File: src/rtl/irq_pkg.sv
package irq_pkg;
  localparam int DATA_W = 32;
  localparam int STATE_W = 3;
  localparam int NIS_POS = 16;
  localparam int AIS_POS = 15;
  localparam int RXS_LSB = 17;
  localparam int TXS_LSB = 20;
  // event groups: normal = 0,2,6,11,14 ; abnormal = 1,3,4,5,7,8,9,10,12,13,26,27
  localparam logic [DATA_W-1:0] NORM_BITS = 32'h0000_4845;
  localparam logic [DATA_W-1:0] ABN_BITS = 32'h0C00_37BA;
  localparam logic [DATA_W-1:0] EVT_BITS = NORM_BITS | ABN_BITS;
  localparam logic [DATA_W-1:0] FIXED_ONES = 32'hF000_0000;
  localparam logic [DATA_W-1:0] MASK_RST = 32'hF3FE_0000;

  typedef enum logic {
    SEL_STATUS = 1'b0,
    SEL_MASK   = 1'b1
  } regSel_e;

  typedef struct packed {
    logic wrStatus;
    logic wrMask;
    logic softRst;
  } ctrlStrobes_t;
endpackage

File: src/rtl/irq_ctrl.sv
module irq_ctrl
  import irq_pkg::*;
(
  input  logic         clk,
  input  logic         rstN,
  input  logic         softRst,
  input  logic         regWr,
  input  logic         regSel,
  output ctrlStrobes_t strobes
);
  regSel_e selE;

  always_comb begin
    selE = regSel_e'(regSel);
    strobes.softRst = softRst;
    strobes.wrStatus = regWr && (selE == SEL_STATUS) && !softRst;
    strobes.wrMask = regWr && (selE == SEL_MASK) && !softRst;
  end


  wr_onehot_chk: assert property (@(posedge clk) disable iff (!rstN)
    $onehot0({strobes.wrStatus, strobes.wrMask}));
endmodule

File: src/rtl/irq_summary.sv
module irq_summary
  import irq_pkg::*;
(
  input  logic              clk,
  input  logic              rstN,
  input  logic              softRst,
  input  logic [DATA_W-1:0] evtStatus,
  input  logic [DATA_W-1:0] maskWord,
  output logic              nisBit,
  output logic              aisBit,
  output logic              irqOut
);
  logic [DATA_W-1:0] enabled;
  logic nisNext, aisNext, irqNext;

  always_comb begin
    enabled = evtStatus & maskWord;
    nisNext = |(enabled & NORM_BITS);
    aisNext = |(enabled & ABN_BITS);
    irqNext = (nisNext && maskWord[NIS_POS]) || (aisNext && maskWord[AIS_POS]);
  end

  always_ff @(posedge clk or negedge rstN) begin
    if (!rstN) begin
      nisBit <= 1'b0;
      aisBit <= 1'b0;
      irqOut <= 1'b0;
    end else if (softRst) begin
      nisBit <= 1'b0;
      aisBit <= 1'b0;
      irqOut <= 1'b0;
    end else begin
      nisBit <= nisNext;
      aisBit <= aisNext;
      irqOut <= irqNext;
    end
  end


  irq_source_chk: assert property (@(posedge clk) disable iff (!rstN)
    irqOut |-> (nisBit || aisBit));
endmodule

File: src/rtl/irq_status_dp.sv
module irq_status_dp
  import irq_pkg::*;
(
  input  logic               clk,
  input  logic               rstN,
  input  ctrlStrobes_t       strobes,
  input  logic [DATA_W-1:0]  evtIn,
  input  logic [STATE_W-1:0] rxState,
  input  logic [STATE_W-1:0] txState,
  input  logic               regSel,
  input  logic [DATA_W-1:0]  wrData,
  output logic [DATA_W-1:0]  rdData,
  output logic               irqOut
);
  logic [DATA_W-1:0] evtQ, maskQ, clrVec, statusWord;
  logic [STATE_W-1:0] rxQ, txQ;
  logic nisBit, aisBit, pastValid;

  assign clrVec = strobes.wrStatus ? wrData : '0;

  always_ff @(posedge clk or negedge rstN) begin
    if (!rstN) begin
      evtQ <= '0;
      maskQ <= MASK_RST;
      rxQ <= '0;
      txQ <= '0;
    end else if (strobes.softRst) begin
      evtQ <= '0;
      maskQ <= MASK_RST;
      rxQ <= '0;
      txQ <= '0;
    end else begin
      evtQ <= ((evtQ & ~clrVec) | evtIn) & EVT_BITS;
      if (strobes.wrMask) maskQ <= wrData;
      rxQ <= rxState;
      txQ <= txState;
    end
  end

  always_ff @(posedge clk or negedge rstN) begin
    if (!rstN) pastValid <= 1'b0;
    else pastValid <= 1'b1;
  end

  irq_summary i_summary (
    .clk(clk), .rstN(rstN), .softRst(strobes.softRst),
    .evtStatus(evtQ), .maskWord(maskQ),
    .nisBit(nisBit), .aisBit(aisBit), .irqOut(irqOut)
  );

  always_comb begin
    statusWord = FIXED_ONES | evtQ;
    statusWord[NIS_POS] = nisBit;
    statusWord[AIS_POS] = aisBit;
    statusWord[RXS_LSB +: STATE_W] = rxQ;
    statusWord[TXS_LSB +: STATE_W] = txQ;
    rdData = (regSel_e'(regSel) == SEL_MASK) ? maskQ : statusWord;
  end


  evt_set_chk: assert property (@(posedge clk) disable iff (!rstN)
    (pastValid && !$past(strobes.softRst)) |->
      ((evtQ & $past(evtIn & EVT_BITS)) == $past(evtIn & EVT_BITS)));

  w1c_clear_chk: assert property (@(posedge clk) disable iff (!rstN)
    (pastValid && $past(strobes.wrStatus)) |->
      ((evtQ & $past(wrData & ~evtIn & EVT_BITS)) == '0));

  evt_hold_chk: assert property (@(posedge clk) disable iff (!rstN)
    (pastValid && $past(!strobes.wrStatus && !strobes.softRst && evtIn == '0)) |->
      $stable(evtQ));

  soft_rst_chk: assert property (@(posedge clk) disable iff (!rstN)
    (pastValid && $past(strobes.softRst)) |->
      (maskQ == MASK_RST && evtQ == '0 && !irqOut));

  state_follow_chk: assert property (@(posedge clk) disable iff (!rstN)
    (pastValid && !$past(strobes.softRst)) |->
      (rxQ == $past(rxState) && txQ == $past(txState)));
endmodule

File: src/rtl/nic_irq_status.sv
module nic_irq_status
  import irq_pkg::*;
(
  input  logic               clk,
  input  logic               rstN,
  input  logic               softRst,
  input  logic [DATA_W-1:0]  evtIn,
  input  logic [STATE_W-1:0] rxState,
  input  logic [STATE_W-1:0] txState,
  input  logic               regWr,
  input  logic               regSel,
  input  logic [DATA_W-1:0]  wrData,
  output logic [DATA_W-1:0]  rdData,
  output logic               irqOut
);
  ctrlStrobes_t strobes;

  irq_ctrl i_ctrl (
    .clk(clk), .rstN(rstN), .softRst(softRst),
    .regWr(regWr), .regSel(regSel), .strobes(strobes)
  );

  irq_status_dp i_dp (
    .clk(clk), .rstN(rstN), .strobes(strobes), .evtIn(evtIn),
    .rxState(rxState), .txState(txState), .regSel(regSel),
    .wrData(wrData), .rdData(rdData), .irqOut(irqOut)
  );
endmodule

File: config.mk
export PLATFORM = sky130hd
export DESIGN_NAME = nic_irq_status
export DESIGN_NICKNAME = d
export VERILOG_FILES = /design/src/rtl/irq_pkg.sv /design/src/rtl/irq_ctrl.sv /design/src/rtl/irq_summary.sv /design/src/rtl/irq_status_dp.sv /design/src/rtl/nic_irq_status.sv
export SDC_FILE = /design/constraint.sdc
export NUM_CORES = 1
export LEC_CHECK = 0
export BUFFER_PORTS_ARGS = -buffer_cell sky130_fd_sc_hd__buf_2
export CORE_UTILIZATION = 50
export CTS_BUF_LIST = sky130_fd_sc_hd__clkbuf_8
export CTS_CLUSTER_SIZE = 30
export DETAILED_ROUTE_END_ITERATION = 10
export PLACE_DENSITY_LB_ADDON = 0.05
export SKIP_LAST_GASP = 1
export SLEW_MARGIN = 15
export SYNTH_ARGS = -nofsm -noshare
export SYNTH_HDL_FRONTEND = slang
export SYNTH_SLANG_ARGS = --single-unit
File: constraint.sdc
create_clock -name clk -period 1.65 [get_ports clk]
set_input_delay 0.0825 -clock clk [delete_from_list [all_inputs] [get_ports clk]]
set_output_delay 0.0825 -clock clk [all_outputs]
set_load 0.01 [all_outputs]
==> flow_summary.json <==
{
  "cts_made_buffers": 9,
  "via_per_inst": 5.193,
  "synth.distinct_cells": 24,
  "startpoint_type": "register",
  "cts_resized": 0,
  "post-cts-setup-buffer-count": 0,
  "maxCapViolations": 0,
  "tns_ps": 0,
  "mostFrequentLayoutCells": "buf_2 (92), dlygate4sd3_1 (55), dfrtp_1 (45)",
  "port_buffers": 92,
  "synth_nets": 283,
  "layout_commonest_cell": "buf_2",
  "grt_max_degree": 59,
  "clk_path_buf_depth": 2,
  "path_cells": "a22o_1, a221oi_1, a31oi_1, a22o_1",
  "coreArea_um2": 4880,
  "power.leakage_nw": 1.807,
  "die_area_um2": 5508,
  "min_period_over_period_pct": 86.92,
  "synth_area_per_cell_um2": 12.54,
  "design_area_um2": 3875,
  "hold_violations": 0,
  "crit_slowest_cell": "dfrtp_1",
  "required_ps": 1880,
  "routabilityCongestion": 0.7881,
  "wl_met3_um": 321,
  "syn_area_um2": 2608,
  "clock.fmax_mhz": 697.3,
  "vias": 2238,
  "fin_crit_ps": 1434,
  "ir_worst_vdd_v": 0.0007994,
  "wl_met1_mm": 2.950,
  "drt_iter0_drc": 115,
  "power_frac_comb_pct": 15.8,
  "synthArstFlopShare_pct": 100.0,
  "wl_mm": 6.786,
  "p_seq_share_pct": 45.6,
  "pwr_density_cell_nw_per_um2": 886.9,
  "rsz0062_at_grt": "false",
  "setup_violations": 0,
  "drtAntennaViolNets": 0,
  "grt_pass1_wl_mm": 10.65,
  "clk_latency_ps": 340,
  "top_layer_used": "met4",
  "cp.arrival_ps": 1660,
  "dp_hpwl_mm": 3.876,
  "synthCells": 208,
  "critPathMaxFanout": 3,
  "postPlaceCellArea_um2": 3120,
  "io_pins": 108,
  "hold_slack_ps": 1.118,
  "fp.dieH_um": 74.22,
  "drive_gt1_share_pct": 47.80,
  "slowest_delay_ps": 420,
  "path_class": "register to register",
  "fin_skew_ps": 5.188,
  "route.met2.wl_mm": 3.422,
  "holdCritPathClass": "input pin to register",
  "drc_errors": 0,
  "tritoncts": "yes",
  "synth_seq_cells": 58,
  "start_util_pct": 53.44,
  "first_global_vias": 2231,
  "cell_internal_pwr_mw": 2.580,
  "drv_slew": 0,
  "ys_seq_area_share_pct": 56.29,
  "area_growth_pct": 48.61,
  "p_sw_mw": 0.8568,
  "grt_antenna_before_repair": 0,
  "switching_share_pct": 24.93,
  "drtPass1Iterations": 4,
  "grt_overflow_total": 0,
  "run_status": "finished clean",
  "end_kind": "register",
  "nNetsFinal": 434,
  "critPathMostFrequentCell": "a22o_1",
  "num_rows": 25,
  "cts_root_buffer": "clkbuf_8",
  "gr-usage-all-layers_pct": 26.80,
  "cts_sinks": 58,
  "synth_warnings": 0,
  "pwr-share-clk_pct": 38.7,
  "wl_per_cell_um": 15.74,
  "synth_edf_count": 0,
  "hold_buffers": 55,
  "tightest_slew_ps": 912.8,
  "die_w_um": 74.22,
  "cts.clk_slew.worst_paths_ps": 70,
  "n_antenna_cell": 0,
  "synth_ff_type": "dfrtp_1",
  "relSlewSlack_pct": 39.14,
  "rrSetupSlack_ps": 220,
  "cts_max_level": 3
}
-- power groups by stage --
stage / registers, mW / logic [mW] / clock network, mW
after floorplan: 1.57 / 0.243 / 0
after global placement: 1.59 / 0.432 / 0
after detailed placement: 1.59 / 0.438 / 0
after CTS: 1.56 / 0.538 / 1.34
after global routing: 1.58 / 0.593 / 1.42
final: 1.57 / 0.542 / 1.33
-- stage by stage --
step	setup WS, ps	power (mW)	util [%]	cells
finish	215.9	3.437	79.41	431
global route	169.4	3.585	79.41	431
CTS	232.5	3.445	79.41	431
detailed placement	219.5	2.027	63.95	360
global placement	229.8	2.018	63.95	360
floorplan	447.6	1.817	-	208
-- cell type report --
cell class	count	area, um2
tap	67	83.83
multi-input combinational	138	1059
clock inverter	5	52.55
fill	309	1005
sequential	58	1468
timing repair buffer	152	1061
clock buffer	11	151.4
-- cells in the mapped netlist (2+ instances only) --
cell type,count,share of area (%)
and2_1,3,0.72
dfstp_2,13,13
a21oi_2,11,3.7
mux2_2,25,11
buf_4,2,0.58
nand2b_1,5,1.2
nor2b_1,6,1.4
a22o_1,23,7.7
nand2_1,8,1.2
a221oi_1,3,1.0
buf_2,5,0.96
a21oi_1,8,1.5
clkbuf_1,2,0.29
dfrtp_1,45,43
buf_6,3,1.3
nor2_1,17,2.4
o22a_1,13,4.4
nand2_2,10,2.4
-- logic make-up after synthesis --
logic type	after synthesis	synth area share, %
and+or+nand+nor	52	10.56
DFF	58	56.29
AOI/OAI and AO/OA	61	19.24
buffers and inverters	12	3.119
muxes	25	10.80
-- path summary, 6_finish.rpt --
check / startpoint / endpoint / cells past startpoint
setup reg to reg: i_dp.evtQ[12] / i_dp.i_summary.irqOut / 4
min in group asynchronous: rstN / i_dp.maskQ[4] / 3
hold reg to reg: i_dp.maskQ[9] / i_dp.maskQ[9] / 1
setup / recovery: i_dp.evtQ[12] / i_dp.i_summary.irqOut / 4
max in group asynchronous: rstN / i_dp.maskQ[30] / 3
hold / removal: evtIn[2] / i_dp.evtQ[2] / 3
-- critical path, delay by kind of cell (launching register included) --
family,cells,cell delay (ps)
AO/OA/AOI/OAI,4,910
flip-flops,1,420
-- registers in the layout, summed over array words and instances (netlist names) --
register and count:
i_dp.txQ 3, i_dp.rxQ 3, i_dp.i_summary.irqOut 1, i_dp.maskQ 32
i_dp.evtQ 17, i_dp.i_summary.nisBit 1, i_dp.i_summary.aisBit 1
-- layer usage --
| layer | vias to the layer above | global-route usage (%) |
|---|---|---|
| li1 | 1057 | - |
| met1 | 1092 | 34.05 |
| met2 | 79 | 43.23 |
| met3 | 10 | 6.369 |
| met4 | 0 | 13.42 |
| met5 | - | 0 |
No activity file was read; power rests on OpenSTA's default activity.
